===== src/rtl/vof_pkg.sv =====
package vof_pkg;

   typedef enum logic [1:0] {
      MODE_OFF   = 2'd0,
      MODE_VIDEO = 2'd1,
      MODE_ASI   = 2'd2,
      MODE_THRU  = 2'd3
   } vof_mode_e;

   typedef struct packed {
      vof_mode_e mode;
      logic      wide;
   } vof_cfg_t;

   // Map the two mode flags to an operating mode; pass-through needs slave
   function automatic vof_mode_e vof_decode(input logic video, input logic asi,
                                            input logic master);
      vof_mode_e m;
      case ({video, asi})
         2'b10:   m = MODE_VIDEO;
         2'b01:   m = MODE_ASI;
         2'b00:   m = master ? MODE_OFF : MODE_THRU;
         default: m = MODE_OFF;
      endcase
      return m;
   endfunction

endpackage


===== src/rtl/vof_mode_decode.sv =====
module vof_mode_decode
   import vof_pkg::*;
#(
   parameter bit ASI_FORCES_SD = 1'b1
) (
   input  logic     clk,
   input  logic     rst_n,
   input  logic     master_en,
   input  logic     wide_sel,
   input  logic     ctl_sd,
   input  logic     ctl_video,
   input  logic     ctl_asi,
   input  logic     det_sd,
   input  logic     trs_lock,
   input  logic     asi_lock,
   output logic     st_sd,
   output logic     st_video,
   output logic     st_asi,
   output vof_cfg_t live_cfg,
   output logic     lock_lost
);

   logic m_video, m_asi, m_sd;

   assign m_video = trs_lock;
   assign m_asi   = asi_lock & ~trs_lock;

   generate
      if (ASI_FORCES_SD) begin : g_asi_sd
         assign m_sd = m_asi | det_sd;
      end else begin : g_det_sd
         assign m_sd = det_sd;
      end
   endgenerate

   always_comb begin
      if (master_en) begin
         st_sd    = m_sd;
         st_video = m_video;
         st_asi   = m_asi;
      end else begin
         st_sd    = ctl_sd;
         st_video = ctl_video;
         st_asi   = ctl_asi;
      end
      live_cfg.mode = vof_decode(st_video, st_asi, master_en);
      live_cfg.wide = wide_sel && (live_cfg.mode != MODE_ASI);
   end

   assign lock_lost = master_en & ~trs_lock & ~asi_lock;

   // pass-through never decoded while the block is master
   a_r4_no_thru_master: assert property (@(posedge clk) disable iff (!rst_n)
      master_en |-> (live_cfg.mode != MODE_THRU));

   // loss of both locks in master always decodes to the blank mode
   a_r7_lost_is_off: assert property (@(posedge clk) disable iff (!rst_n)
      lock_lost |-> (live_cfg.mode == MODE_OFF));

endmodule


===== src/rtl/vof_pair_path.sv =====
module vof_pair_path
   import vof_pkg::*;
#(
   parameter int WORD_W     = 10,
   parameter bit LUMA_FIRST = 1'b0,
   localparam int OUT_W     = 2 * WORD_W
) (
   input  logic              clk,
   input  logic              rst_n,
   input  logic              word_en,
   input  logic [WORD_W-1:0] word_in,
   input  logic              trs_mark,
   input  vof_cfg_t          live_cfg,
   input  logic              lock_lost,
   output logic [OUT_W-1:0]  dout,
   output logic              dout_en
);

   logic              pos_q;
   logic              pend_q;
   logic [WORD_W-1:0] hold_q;
   vof_cfg_t          act_q;
   logic [OUT_W-1:0]  dout_q;
   logic              en_q;

   logic              bnd, chg;
   vof_cfg_t          cfg_use;
   logic [OUT_W-1:0]  pair_word, narrow_word;

   assign bnd     = trs_mark || !pos_q;
   assign chg     = (live_cfg != act_q);
   assign cfg_use = (bnd && chg) ? live_cfg : act_q;

   generate
      if (LUMA_FIRST) begin : g_luma_first
         assign pair_word = {hold_q, word_in};
      end else begin : g_chroma_first
         assign pair_word = {word_in, hold_q};
      end
   endgenerate

   assign narrow_word = {word_in, {WORD_W{1'b0}}};

   always_ff @(posedge clk) begin
      if (!rst_n) begin
         pos_q  <= 1'b0;
         pend_q <= 1'b0;
         hold_q <= '0;
         act_q  <= '{mode: MODE_OFF, wide: 1'b0};
         dout_q <= '0;
         en_q   <= 1'b0;
      end else begin
         en_q <= 1'b0;
         if (word_en) begin
            if (bnd) begin
               act_q <= cfg_use;
               if (cfg_use.wide) begin
                  hold_q <= word_in;
                  pos_q  <= 1'b1;
                  pend_q <= pend_q | chg;
               end else begin
                  pos_q  <= 1'b0;
                  pend_q <= 1'b0;
                  en_q   <= 1'b1;
                  dout_q <= (chg || cfg_use.mode == MODE_OFF) ? '0 : narrow_word;
               end
            end else begin
               pos_q  <= 1'b0;
               pend_q <= 1'b0;
               en_q   <= 1'b1;
               dout_q <= (pend_q || act_q.mode == MODE_OFF) ? '0 : pair_word;
            end
         end
         if (lock_lost) dout_q <= '0;
      end
   end

   assign dout    = dout_q;
   assign dout_en = en_q;

   // a narrow word never carries data on the lower half
   a_r1_low_half_zero: assert property (@(posedge clk) disable iff (!rst_n)
      (en_q && !act_q.wide) |-> (dout_q[WORD_W-1:0] == '0));

   // ASI never runs in the wide layout
   a_r3_asi_narrow: assert property (@(posedge clk) disable iff (!rst_n)
      (act_q.mode == MODE_ASI) |-> !act_q.wide);

   // bus cleared one cycle after both locks go away in master
   a_r7_blank_bus: assert property (@(posedge clk) disable iff (!rst_n)
      lock_lost |=> (dout_q == '0));

   // every strobe answers an accepted word in the previous cycle
   a_r2_strobe_cause: assert property (@(posedge clk) disable iff (!rst_n)
      en_q |-> $past(word_en));

   // a half-collected pair exists only under a wide setting
   a_r9_half_pair_wide: assert property (@(posedge clk) disable iff (!rst_n)
      pos_q |-> act_q.wide);

   // the first word of a pair gives no strobe
   a_r2_no_strobe_first: assert property (@(posedge clk) disable iff (!rst_n)
      $rose(pos_q) |-> !en_q);

endmodule


===== src/rtl/vid_out_formatter.sv =====
module vid_out_formatter
   import vof_pkg::*;
#(
   parameter int WORD_W        = 10,
   parameter bit LUMA_FIRST    = 1'b0,
   parameter bit ASI_FORCES_SD = 1'b1,
   localparam int OUT_W        = 2 * WORD_W
) (
   input  logic              clk,
   input  logic              rst_n,
   input  logic              master_en,
   input  logic              wide_sel,
   input  logic              ctl_sd,
   input  logic              ctl_video,
   input  logic              ctl_asi,
   input  logic              det_sd,
   input  logic              trs_lock,
   input  logic              asi_lock,
   input  logic              word_en,
   input  logic [WORD_W-1:0] word_in,
   input  logic              trs_mark,
   output logic [OUT_W-1:0]  dout,
   output logic              dout_en,
   output logic              st_sd,
   output logic              st_video,
   output logic              st_asi,
   output logic              st_drive
);

   generate
      if (WORD_W < 2) begin : g_bad_width
         $error("vid_out_formatter: WORD_W must be at least 2");
      end
   endgenerate

   vof_cfg_t live_cfg;
   logic     lock_lost;

   vof_mode_decode #(
      .ASI_FORCES_SD (ASI_FORCES_SD)
   ) i_decode (
      .clk       (clk),
      .rst_n     (rst_n),
      .master_en (master_en),
      .wide_sel  (wide_sel),
      .ctl_sd    (ctl_sd),
      .ctl_video (ctl_video),
      .ctl_asi   (ctl_asi),
      .det_sd    (det_sd),
      .trs_lock  (trs_lock),
      .asi_lock  (asi_lock),
      .st_sd     (st_sd),
      .st_video  (st_video),
      .st_asi    (st_asi),
      .live_cfg  (live_cfg),
      .lock_lost (lock_lost)
   );

   vof_pair_path #(
      .WORD_W     (WORD_W),
      .LUMA_FIRST (LUMA_FIRST)
   ) i_path (
      .clk       (clk),
      .rst_n     (rst_n),
      .word_en   (word_en),
      .word_in   (word_in),
      .trs_mark  (trs_mark),
      .live_cfg  (live_cfg),
      .lock_lost (lock_lost),
      .dout      (dout),
      .dout_en   (dout_en)
   );

   assign st_drive = master_en;

   // in master mode the ASI and video reports are never both high
   a_r6_status_exclusive: assert property (@(posedge clk) disable iff (!rst_n)
      master_en |-> !(st_video && st_asi));

endmodule


===== config.mk =====
export PLATFORM = sky130hd
export DESIGN_NAME = vid_out_formatter
export DESIGN_NICKNAME = d
export VERILOG_FILES = /design/src/rtl/vof_pkg.sv /design/src/rtl/vof_mode_decode.sv /design/src/rtl/vof_pair_path.sv /design/src/rtl/vid_out_formatter.sv
export SDC_FILE = /design/constraint.sdc
export NUM_CORES = 1
export LEC_CHECK = 0
export ABC_CLOCK_PERIOD_IN_PS = 1400
export BUFFER_PORTS_ARGS = -buffer_cell sky130_fd_sc_hd__buf_2
export CORE_ASPECT_RATIO = 0.6
export CORE_MARGIN = 3
export CORE_UTILIZATION = 45
export DETAILED_ROUTE_END_ITERATION = 8
export PLACE_DENSITY = 0.79
export SYNTH_ARGS = -nofsm -noshare
export SYNTH_HDL_FRONTEND = slang
export SYNTH_SLANG_ARGS = --single-unit

===== constraint.sdc =====
create_clock -name clk -period 1.4 [get_ports clk]
set_input_delay 0.28 -clock clk [delete_from_list [all_inputs] [get_ports clk]]
set_output_delay 0.28 -clock clk [all_outputs]
set_load 0.01 [all_outputs]

==> metrics.txt <==
Hold Buf Count CTS 0; relative slew slack 0.7325; placed cell area a little over 2000 sq um; status finished, violations left; drt drc 0; ys async rst share 0; Vias 1800; sequential share of the synthesized area 0.4550; fin crit period ~1.5 ns; EDFF count, synth 0; clock buffer depth 2; Routed WL between 5000 and 6000 um; WP data required around 1.6 ns; CP delay by family, top simple AND/OR/NAND/NOR gates; NetSw about 0.66 mW; power density cells between 1000 and 1500 nW/um^2; slowest stage delay, CP between 0.4 and 0.5 ns; initial core utilization 0.5084; setup_tns -1.682 ns; final hold violations 0; Area Overhead vs Synth 51.34%; die area 4291 sq um; WL met1 2254 um; Buf/Inv on CP 2; row count 15; Slew Viols, Final 0; Max Used Layer met4; Crit Path Max Fanout 5; Core Region 3115 sq um; 1st-iter DRT viols 346; Worst-path clk slew about 0.080 ns; final non-filler cell total approximately 290; crit-path cells buf_8, and3b_4, or3_4, nor2_4, clkbuf_16, mux2i_1, nor2_1; metal3 WL 721 um; Gate power share 0.186; CTS tree done; RSZ-0062 raised after global routing yes; syn_area_per_cell ~9.3 sq um; Syn Nets ~190; peak supply drop roughly 0.93 mV; clock root buffer clkbuf_8; initial antenna violation count 0; Setup Viol. Count Final 29; Clock Skew between 0.009 and 0.01 ns; worst path arrival time 1.71 ns; internal power between 1.5 and 2 mW; YS warnings 0; Antenna Cells 0; failing checks setup timing; Final Core Density 0.7695; CP Depth 7; Slowest-stage cell, CP or3_4; Hold WS between 0.2 and 0.3 ns; pre-CTS setup slack -0.3521 ns; Clk pwr share 0.373; Fmax achieved 656.5 MHz; GPL Wtd Cong around 0.83; Worst-Margin Slew approximately 0.4 ns; wire per inst roughly 20 um; switching share of total power 0.2672; Unique masters post-synth 37; antenna viol nets, final 0; io pins 47; fin nets about 270; worst hold path type input pin to flop; crit path launch type input pin; critical path class input pin to flop; Mapped Cells approximately 170; #FFs+latches synth 36; Synth Cell Area 1584 sq um; IO Port Bufs between 40 and 50; Die X approximately 83 um; Seq pwr share 0.441; met2 wire len 2649 um; top cell type by total area after synthesis dfxtp_1; Placed Cells around 280; clock sink count 36; Global Route Usage Sum 0.2357; synth top area cells dfxtp_1 (45%), mux2i_1 (6.3%), nor2_1 (5.7%); 1st-pass router iterations 5; max_cap viols 0; clock latency on the worst-skew pair around 0.3 ns; Top FF cell, synth dfxtp_1; Synth top area share 0.4550; fin worst setup slack -0.1231 ns; Die Y just over 50 um; overall power about 2.5 mW; H-tree depth 2; CTS Buf Count 5; number of global-route vias before repair around 1.5k; pin count of the biggest net entering global routing 15; hold-critical path depth 3; cell area after layout 2397 sq um; period utilisation layout 1.088; kind of end point of the critical path flop; share of cells above drive strength 1 0.4741; Worst Reg-to-Reg Cells 7; Leakage 1.050 nW; DP HPWL ~3000 um; first-pass GRT wire length around 7500 um; GRT overflow 0; Vias per Instance roughly 6
[path summary, 6_finish.rpt]
kind / start / endpoint / slack [ns]
worst max-delay path: master_en / i_path.hold_q[5]$_SDFFE_PN0P_ / -0.12
worst min-delay path: word_in[7] / i_path.dout[17]$_SDFFE_PP0P_ / 0.26
worst max register to register: i_path.pos_q$_SDFFE_PN0P_ / i_path.dout[13]$_SDFFE_PP0P_ / -0.09
worst min register to register: i_path.dout[18]$_SDFFE_PP0P_ / i_path.dout[18]$_SDFFE_PP0P_ / 0.48
[worst register-to-register path, cell delays in order, from the launching register on]
cell     delay [ns]
dfxtp_2        0.32
nor2b_4        0.13
buf_6          0.12
o41ai_4        0.26
nor2b_2        0.24
buf_6          0.17
a32oi_2        0.08
o21ai_2        0.09
[cell usage after synthesis (3+ instances only)]
master	number
a22oi_1	10
o21ai_0	12
a21oi_1	6
mux2i_1	10
clkbuf_1	5
nand2b_1	5
a32oi_1	10
buf_2	3
nand2_1	16
dfxtp_1	36
nor2_1	24
inv_1	5
[metal layers]
metal | track usage | vias up
li1 | - | 774
met1 | 0.3152 | 836
met2 | 0.3644 | 144
met3 | 0.08824 | 46
met4 | 0.04620 | 0
met5 | 0 | -
[area by class of cell]
| type | instances | area [sq um] |
|---|---|---|
| Sequential cell | 36 | 721.9 |
| Tap cell | 42 | 52.55 |
| Clock buffer | 6 | 72.57 |
| Fill cell | 186 | 718.2 |
| Multi-Input combinational cell | 118 | 899.6 |
| Clock inverter | 2 | 35.03 |
| Timing Repair Buffer | 84 | 596.8 |
| Inverter | 5 | 18.77 |
[cells in the final DEF, fill, tap and decap left out, types with 2 or more instances in the layout]
cell       n
dfxtp_1   35
a21oi_1    5
buf_6      7
o21ai_1   10
mux2i_1    8
a22oi_2    4
nand2_1   15
buf_12     2
a22oi_1    6
inv_1      5
clkbuf_8   5
buf_2     44
o21ai_0    3
a32oi_1    7
nor2_1    24
a32oi_2    3
nand2b_1   4
buf_4     28
[power groups by stage]
stage,Sequential [mW],Clock (mW),Combinational [mW]
3_5_place_dp,1.10,0,0.345
3_3_place_gp,1.10,0,0.339
4_1_cts,1.08,0.903,0.372
6_report,1.08,0.915,0.456
5_1_grt,1.08,0.960,0.479
2_1_floorplan,1.10,0,0.179
[logic make-up (layout without fill, tap and decap cells)]
kind of cell / count (synthesis) / after routing / share of synthesized area
flops: 36 / 36 / 0.4550
buf+inv: 17 / 97 / 0.05924
compound gates: 49 / 49 / 0.2314
simple gates: 57 / 57 / 0.1801
mux: 10 / 10 / 0.06319
xor+xnor: 2 / 2 / 0.01106
[registers in the layout (all words and copies together) (netlist names)]
signal,flops
i_path.dout,20
i_path.dout_en,1
i_path.pend_q,1
i_path.act_q,3
i_path.pos_q,1
i_path.hold_q,10
[timing repair]
item	in CTS	in global routing
pin swaps	4	16
setup buffers	2	3
cloned	1	1
resized for setup	17	30
setup endpoints to repair	22	31
Note: power is estimated with default switching activity, not from simulation.
